### src/rtl/amatch_pkg.sv
package amatch_pkg;

    localparam int BYTE_W    = 8;
    localparam int NUM_SLOTS = 4;
    localparam int NUM_PAIRS = NUM_SLOTS / 2;
    localparam int SLOT_W    = $clog2(NUM_SLOTS);

    typedef logic [BYTE_W-1:0] byte_t;

    typedef enum logic [1:0] {
        AM_SEVEN      = 2'b00,
        AM_SEVEN_MASK = 2'b01,
        AM_TEN        = 2'b10,
        AM_TEN_MASK   = 2'b11
    } amode_e;

    typedef enum logic {
        SEQ_IDLE = 1'b0,
        SEQ_LOW  = 1'b1
    } seq_e;

    // capture events raised in the cycle a byte is accepted
    typedef struct packed {
        logic seven;   // 7-bit address recognised
        logic high;    // 10-bit high byte survived
        logic low;     // 10-bit address complete
    } cap_ev_t;

    localparam byte_t RW_ONLY = byte_t'(1);

    function automatic logic bits_agree(input byte_t a, input byte_t b, input byte_t ign);
        return ((a ^ b) & ~ign) == '0;
    endfunction

    function automatic logic [SLOT_W-1:0] first_hit(input logic [NUM_SLOTS-1:0] v);
        logic [SLOT_W-1:0] idx;
        idx = '0;
        for (int i = NUM_SLOTS - 1; i >= 0; i--) begin
            if (v[i]) idx = SLOT_W'(i);
        end
        return idx;
    endfunction

endpackage

### src/rtl/amatch_cmp.sv
module amatch_cmp
    import amatch_pkg::*;
(
    input  amode_e                      mode,
    input  byte_t [NUM_SLOTS-1:0]       regs,
    input  byte_t                       rx_byte,
    output logic  [NUM_SLOTS-1:0]       hit7,
    output logic  [NUM_PAIRS-1:0]       hi_hit,
    output logic  [NUM_PAIRS-1:0]       lo_hit
);

    logic [NUM_SLOTS-1:0] plain;
    logic [NUM_PAIRS-1:0] masked;
    logic [NUM_PAIRS-1:0] hi_plain;
    logic [NUM_PAIRS-1:0] lo_plain;
    logic                 hi_msk;
    logic                 lo_msk;

    for (genvar k = 0; k < NUM_SLOTS; k++) begin : g_slot
        assign plain[k] = bits_agree(rx_byte, regs[k], RW_ONLY);
    end

    for (genvar p = 0; p < NUM_PAIRS; p++) begin : g_pair
        assign masked[p]   = bits_agree(rx_byte, regs[2*p], regs[2*p+1] | RW_ONLY);
        assign hi_plain[p] = bits_agree(rx_byte, regs[2*p+1], RW_ONLY);
        assign lo_plain[p] = bits_agree(rx_byte, regs[2*p], '0);
    end

    // single masked 10-bit address: value in slots 1:0, mask in slots 3:2
    assign hi_msk = bits_agree(rx_byte, regs[1], regs[3] | RW_ONLY);
    assign lo_msk = bits_agree(rx_byte, regs[0], regs[2]);

    always_comb begin
        hit7   = '0;
        hi_hit = '0;
        lo_hit = '0;
        case (mode)
            AM_SEVEN:      hit7 = plain;
            AM_SEVEN_MASK: hit7 = NUM_SLOTS'(masked);
            AM_TEN: begin
                hi_hit = hi_plain;
                lo_hit = lo_plain;
            end
            AM_TEN_MASK: begin
                hi_hit[0] = hi_msk;
                lo_hit[0] = lo_msk;
            end
            default: ;
        endcase
    end

endmodule

### src/rtl/amatch_seq.sv
module amatch_seq
    import amatch_pkg::*;
(
    input  logic                  clk,
    input  logic                  rst,
    input  amode_e                mode,
    input  logic                  rx_valid,
    input  logic                  rx_first,
    input  byte_t                 rx_byte,
    input  logic [NUM_SLOTS-1:0]  hit7,
    input  logic [NUM_PAIRS-1:0]  hi_hit,
    input  logic [NUM_PAIRS-1:0]  lo_hit,
    output logic                  match_pulse,
    output logic [SLOT_W-1:0]     match_slot,
    output logic                  match_rw,
    output cap_ev_t               ev,
    output byte_t                 hi_byte
);

    seq_e                 state_q;
    logic [NUM_PAIRS-1:0] cand_q;
    logic [NUM_PAIRS-1:0] pair_win;
    byte_t                hi_q;
    logic                 rw_q;
    logic                 ten;

    assign ten      = mode[1];
    assign pair_win = cand_q & lo_hit;
    assign hi_byte  = hi_q;

    assign ev.seven = rx_valid & rx_first & ~ten & (|hit7);
    assign ev.high  = rx_valid & rx_first & ten & (|hi_hit);
    assign ev.low   = rx_valid & ~rx_first & (state_q == SEQ_LOW) & (|pair_win);

    always_ff @(posedge clk) begin
        if (rst) begin
            state_q     <= SEQ_IDLE;
            cand_q      <= '0;
            hi_q        <= '0;
            rw_q        <= 1'b0;
            match_pulse <= 1'b0;
            match_slot  <= '0;
            match_rw    <= 1'b0;
        end else begin
            match_pulse <= 1'b0;
            if (rx_valid && rx_first) begin
                if (!ten) begin
                    state_q <= SEQ_IDLE;
                    if (|hit7) begin
                        match_pulse <= 1'b1;
                        match_slot  <= first_hit(hit7);
                        match_rw    <= rx_byte[0];
                    end
                end else begin
                    cand_q  <= hi_hit;
                    hi_q    <= rx_byte;
                    rw_q    <= rx_byte[0];
                    state_q <= (|hi_hit) ? SEQ_LOW : SEQ_IDLE;
                end
            end else if (rx_valid && state_q == SEQ_LOW) begin
                state_q <= SEQ_IDLE;
                if (|pair_win) begin
                    match_pulse <= 1'b1;
                    match_slot  <= first_hit(NUM_SLOTS'(pair_win));
                    match_rw    <= rw_q;
                end
            end
        end
    end

    // a match only ever follows an accepted byte
    a_r10_pulse_after_byte: assert property (@(posedge clk) disable iff (rst)
        match_pulse |-> $past(rx_valid));

    // the masked 10-bit mode has a single entry
    a_r5_single_entry: assert property (@(posedge clk) disable iff (rst)
        (match_pulse && $past(mode) == AM_TEN_MASK) |-> (match_slot == '0));

endmodule

### src/rtl/amatch_capture.sv
module amatch_capture
    import amatch_pkg::*;
(
    input  logic    clk,
    input  logic    rst,
    input  logic    adb_dis,
    input  cap_ev_t ev,
    input  byte_t   rx_byte,
    input  byte_t   hi_byte,
    input  logic    rd,
    output byte_t   abuf0,
    output byte_t   abuf1,
    output byte_t   rxbuf_data,
    output logic    rxbuf_full
);

    logic  wr;
    logic  room;
    logic  pend_v;
    byte_t pend_q;

    assign wr   = adb_dis & (ev.seven | ev.high | ev.low);
    assign room = ~rxbuf_full | rd;

    always_ff @(posedge clk) begin
        if (rst) begin
            abuf0 <= '0;
            abuf1 <= '0;
        end else if (!adb_dis) begin
            if (ev.seven || ev.low) abuf0 <= rx_byte;
            if (ev.low)             abuf1 <= hi_byte;
        end
    end

    always_ff @(posedge clk) begin
        if (rst) begin
            rxbuf_data <= '0;
            rxbuf_full <= 1'b0;
            pend_v     <= 1'b0;
            pend_q     <= '0;
        end else begin
            if (rd) rxbuf_full <= 1'b0;
            if (pend_v && room) begin
                rxbuf_data <= pend_q;
                rxbuf_full <= 1'b1;
                pend_v     <= wr;
                if (wr) pend_q <= rx_byte;
            end else if (wr && room) begin
                rxbuf_data <= rx_byte;
                rxbuf_full <= 1'b1;
            end else if (wr) begin
                pend_q <= rx_byte;
                pend_v <= 1'b1;
            end
        end
    end

    // the buffer only empties through a software read
    a_r9_empty_on_read: assert property (@(posedge clk) disable iff (rst)
        $fell(rxbuf_full) |-> $past(rd));

    // capture registers are frozen while routing to the receive buffer
    a_r8_abuf_frozen: assert property (@(posedge clk) disable iff (rst)
        $past(adb_dis) |-> ($stable(abuf0) && $stable(abuf1)));

endmodule

### src/rtl/i2c_addr_match.sv
module i2c_addr_match
    import amatch_pkg::*;
(
    input  logic        clk,
    input  logic        rst,
    input  logic [1:0]  mode,
    input  logic        adb_dis,
    input  logic [7:0]  addr_slot0,
    input  logic [7:0]  addr_slot1,
    input  logic [7:0]  addr_slot2,
    input  logic [7:0]  addr_slot3,
    input  logic        rx_valid,
    input  logic        rx_first,
    input  logic [7:0]  rx_byte,
    input  logic        rxbuf_read,
    output logic        match_pulse,
    output logic [1:0]  match_slot,
    output logic        match_rw,
    output logic [7:0]  abuf0,
    output logic [7:0]  abuf1,
    output logic [7:0]  rxbuf_data,
    output logic        rxbuf_full
);

    amode_e                mode_e;
    byte_t [NUM_SLOTS-1:0] regs;
    logic  [NUM_SLOTS-1:0] hit7;
    logic  [NUM_PAIRS-1:0] hi_hit;
    logic  [NUM_PAIRS-1:0] lo_hit;
    cap_ev_t               ev;
    byte_t                 hi_byte;

    assign mode_e = amode_e'(mode);
    assign regs   = {addr_slot3, addr_slot2, addr_slot1, addr_slot0};

    amatch_cmp u_cmp (
        .mode    (mode_e),
        .regs    (regs),
        .rx_byte (rx_byte),
        .hit7    (hit7),
        .hi_hit  (hi_hit),
        .lo_hit  (lo_hit)
    );

    amatch_seq u_seq (
        .clk         (clk),
        .rst         (rst),
        .mode        (mode_e),
        .rx_valid    (rx_valid),
        .rx_first    (rx_first),
        .rx_byte     (rx_byte),
        .hit7        (hit7),
        .hi_hit      (hi_hit),
        .lo_hit      (lo_hit),
        .match_pulse (match_pulse),
        .match_slot  (match_slot),
        .match_rw    (match_rw),
        .ev          (ev),
        .hi_byte     (hi_byte)
    );

    amatch_capture u_cap (
        .clk        (clk),
        .rst        (rst),
        .adb_dis    (adb_dis),
        .ev         (ev),
        .rx_byte    (rx_byte),
        .hi_byte    (hi_byte),
        .rd         (rxbuf_read),
        .abuf0      (abuf0),
        .abuf1      (abuf1),
        .rxbuf_data (rxbuf_data),
        .rxbuf_full (rxbuf_full)
    );

    // the high capture register is untouched in 7-bit modes
    a_r7_abuf1_idle_7bit: assert property (@(posedge clk) disable iff (rst)
        !$past(mode[1]) |-> $stable(abuf1));

endmodule

### config.mk
export PLATFORM = sky130hd
export DESIGN_NAME = i2c_addr_match
export DESIGN_NICKNAME = d
export VERILOG_FILES = /design/src/rtl/amatch_pkg.sv /design/src/rtl/amatch_cmp.sv /design/src/rtl/amatch_seq.sv /design/src/rtl/amatch_capture.sv /design/src/rtl/i2c_addr_match.sv
export SDC_FILE = /design/constraint.sdc
export NUM_CORES = 1
export LEC_CHECK = 0
export BUFFER_PORTS_ARGS = -buffer_cell sky130_fd_sc_hd__clkbuf_2
export CAP_MARGIN = 20
export CORE_MARGIN = 2
export CORE_UTILIZATION = 52
export DETAILED_ROUTE_END_ITERATION = 12
export GPL_ROUTABILITY_DRIVEN = 0
export HOLD_SLACK_MARGIN = 0.15
export PLACE_DENSITY = 0.77
export SYNTH_ARGS = -nofsm -noshare
export SYNTH_HDL_FRONTEND = slang
export SYNTH_SLANG_ARGS = --single-unit
### constraint.sdc
create_clock -name clk -period 3.2 [get_ports clk]
set_clock_uncertainty 0.2 [all_clocks]
set_input_delay 0.32 -clock clk [delete_from_list [all_inputs] [get_ports clk]]
set_output_delay 0.32 -clock clk [all_outputs]
set_load 0.01 [all_outputs]
==> metrics.md <==
| Metric | Value |
|---|---|
| RSZ-0062 raised after global routing | no |
| Worst hold path class | input port to register |
| Area delta synth->final | 16.2% |
| Psw | 296 uW |
| Combinational share of power | 0.147 |
| CP required | 3.21 ns |
| Commonest cells post-synth | dfxtp_1 (49), nand2_1 (39), nand3_1 (30), nor2_1 (30), xnor2_1 (23) |
| Cell Area, Synth | around 0.0027 mm2 |
| Power consumption | between 1000 and 1500 uW |
| Vias per cell | roughly 5.5 |
| Share of flip-flops with an asynchronous set or reset | 0 |
| Top FF cell, synth | dfxtp_1 |
| DR iter-0 viols | about 220 |
| Syn nets | approximately 360 |
| Die width | ~76 um |
| Dpl hpwl | 4.67 mm |
| Crit path cell chain | dlygate4sd3_1 > clkbuf_2 > and3_1 > o211ai_1 > nor4_1 > a31oi_1 > nand2_1 > o311ai_2 > nand3_1 > a31oi_1 |
| Starting Density | 0.531 |
| Achievable clock frequency | 354 MHz |
| Overflow after GRT | 0 |
| Longest Clk Path Bufs | 2 |
| Syn_area_per_cell | between 8 and 9 um2 |
| Worst hold slack | about 0.21 ns |
| Peak VDD IR | 0.279 mV |
| Drt wl/cell | approximately 15 um |
| Tmin final | about 2.8 ns |
| Crit path arrival time | 2.83 ns |
| EDFF count, synth | 0 |
| Setup Viol. Count Final | 0 |
| CP Capture Type | register |
| Pin count of the biggest net entering global routing | 50 |
| Internal power | slightly above 900 uW |
| Final WL | 6.47 mm |
| Post-route ant nets | 0 |
| Post-synth top area cell | dfxtp_1 |
| DP Worst Slack | 0.297 ns |
| Final net count | 420 |
| Slew HR | 0.353 |
| Setup slack after layout | around 0.37 ns |
| Register area share after synthesis | 0.367 |
| # Post-CTS Setup Buffers | 0 |
| Total global-route track usage | 0.237 |
| Net Sw Frac | 0.244 |
| Status | complete, no violations |
| Total CTS buffers | 5 |
| Syn Inst Count | around 310 |
| First-pass GRT wire length | slightly above 10 mm |
| Cell with the most instances after synthesis | dfxtp_1 |
| Core Area | 0.00504 mm2 |
| Synth warnings | 0 |
| # diodes | 0 |
| Setup_tns | 0 ns |
| Initial antenna violation count | 0 |
| Pwr dens | about 400 mW/mm2 |
| IO Pins | slightly below 80 |
| Clk pin slew, worst setup/hold paths | approximately 0.080 ns |
| Vias in the first global route | 2162 |
| Pins Over Slew Limit | 0 |
| Final Cycle Share | 0.884 |
| Leakage power | around 0.0012 uW |
| Worst-Margin Slew | between 0.9 and 1 ns |
| Synth area leaders | dfxtp_1 (37%), xnor2_1 (7.5%), mux2i_1 (6.4%), nand3_1 (5.6%), nand2_1 (5.5%) |
| Cell variety after synth | 42 |
| # clock sinks | slightly below 50 |
| Die H | 75.7 um |
| Share of layout cells above drive strength 1 | 0.280 |
| Register bit total from synthesis | 49 |
| Vias | about 2400 |
| Number of fillers in the final layout | between 400 and 500 |
| Clock Latency Late Sink | slightly below 0.3 ns |
| Residual DRC | 0 |
| Highest fanout seen on the critical path | 9 |
| Row Count | 26 |
| CTS tree | yes |
| Final hold vios | 0 |
| Type of origin of the critical path | input port |
| Max-cap violations | 0 |
| Root buffer cell | clkbuf_8 |
| Cts repair resizes | 0 |
| Yosys top cell area share | 0.367 |
| Crit-path most repeated cell | a31oi_1 |
| H-tree depth | 2 |
| Critical Path Slowest Stage Cell | o311ai_2 |
| Drt first pass iters | 4 |
| Setup CP Type | input port to register |
| Clock power frac | 0.344 |
| Sequential share of power | 0.509 |
| Die ar. | between 0.005 and 0.006 mm2 |
| Port Buf Inserts | between 70 and 80 |
| Crit path largest cell delay | 0.59 ns |
==> logic make-up (layout without fill, tap and decap cells) <==
kind of cell              Yosys count  after routing  share of synthesized area
and+or+nand+nor                   122            122                      0.208
AOI/OAI and AO/OA                  68             68                      0.182
DFF                                49             49                      0.367
xor gates and xnor gates           30             30                      0.118
buffers and inverters              25             86                     0.0626
muxes                              17             17                     0.0636
==> power groups by stage <==
stage               clock, uW  combinational (uW)  sequential, uW
finish                    416                 178             617
global placement            0                 171             632
CTS                       426                 176             617
detailed placement          0                 174             632
global route              455                 192             618
floorplan                   0                 120             632
==> stage by stage <==
| stage | cells | utilization | cell area [um2] |
|---|---|---|---|
| floorplan | 311 | - | 2680 |
| global placement | 433 | 0.592 | 2990 |
| detailed placement | 433 | 0.592 | 2990 |
| CTS | 442 | 0.617 | 3110 |
| global route | 442 | 0.617 | 3110 |
| finish | 442 | 0.617 | 3110 |
==> final timing paths <==
kind,to,from,slack (ns),cells past startpoint
worst max register to register,u_cap.abuf0[0]$_SDFFE_PP0P_,u_seq.cand_q[1]$_SDFFE_PP0P_,0.90,6
worst min-delay path,u_cap.pend_q[0]$_SDFFE_PP0P_,rx_byte[0],0.21,3
worst max-delay path,u_cap.rxbuf_data[5]$_SDFFE_PP0P_,rx_valid,0.37,10
worst min register to register,u_seq.match_slot[1]$_SDFFE_PP0P_,u_seq.match_slot[1]$_SDFFE_PP0P_,0.26,2
==> layer usage <==
metal	part of all wire	routed length [um]	global-route usage
met5	0	0	0
met4	0.018	117	0.0721
met3	0.096	624	0.0516
met2	0.45	2910	0.358
met1	0.44	2820	0.338
==> cells in the final DEF, fill, tap and decap left out, drive strengths merged, types with 2 or more instances in the layout <==
cell,n
dfxtp,49
buf,2
xnor2,30
nor4,2
o21ai,3
a311oi,2
o211ai,2
nor2b,3
and2,2
a22oi,3
o22ai,12
nand4,4
dlygate4sd3,2
nor2,31
nand2,39
a31oi,10
and3,3
a21bo,8
clkbuf,79
nand3,30
nand2b,4
a21oi,21
mux2i,17
nor3,3
==> final cells by class <==
cell class	instances	area (um2)	share of cell area
Tap cell	70	87.6	0.0282
Clock inverter	2	35.0	0.0113
Clock buffer	5	68.8	0.0221
Inverter	1	3.75	0.00121
Multi-Input combinational cell	237	1530	0.491
Timing Repair Buffer	78	405	0.130
Sequential cell	49	981	0.315
==> critical path, delay by kind of cell <==
family	cells	cell delay (ns)
buffers and inverters	2	0.67
AO/OA/AOI/OAI	4	1.17
AND/OR/NAND/NOR	4	0.67
==> sequential cells by signal (all words and copies together), names as in the netlist <==
name,flops
u_cap.abuf0,8
u_cap.abuf1,8
u_cap.pend_q,8
u_cap.rxbuf_data,8
u_seq.hi_byte,8
u_seq.cand_q,2
u_seq.match_slot,2
u_cap.pend_v,1
u_cap.rxbuf_full,1
u_seq.match_pulse,1
u_seq.match_rw,1
u_seq.state_q,1
==> what timing repair did <==
| action | CTS | global route |
|---|---|---|
| hold endpoints to repair | 2 | 0 |
| endpoints found under the setup margin | 0 | 0 |
| hold buffers | 2 | 0 |
(Power assumes the default switching activity.)
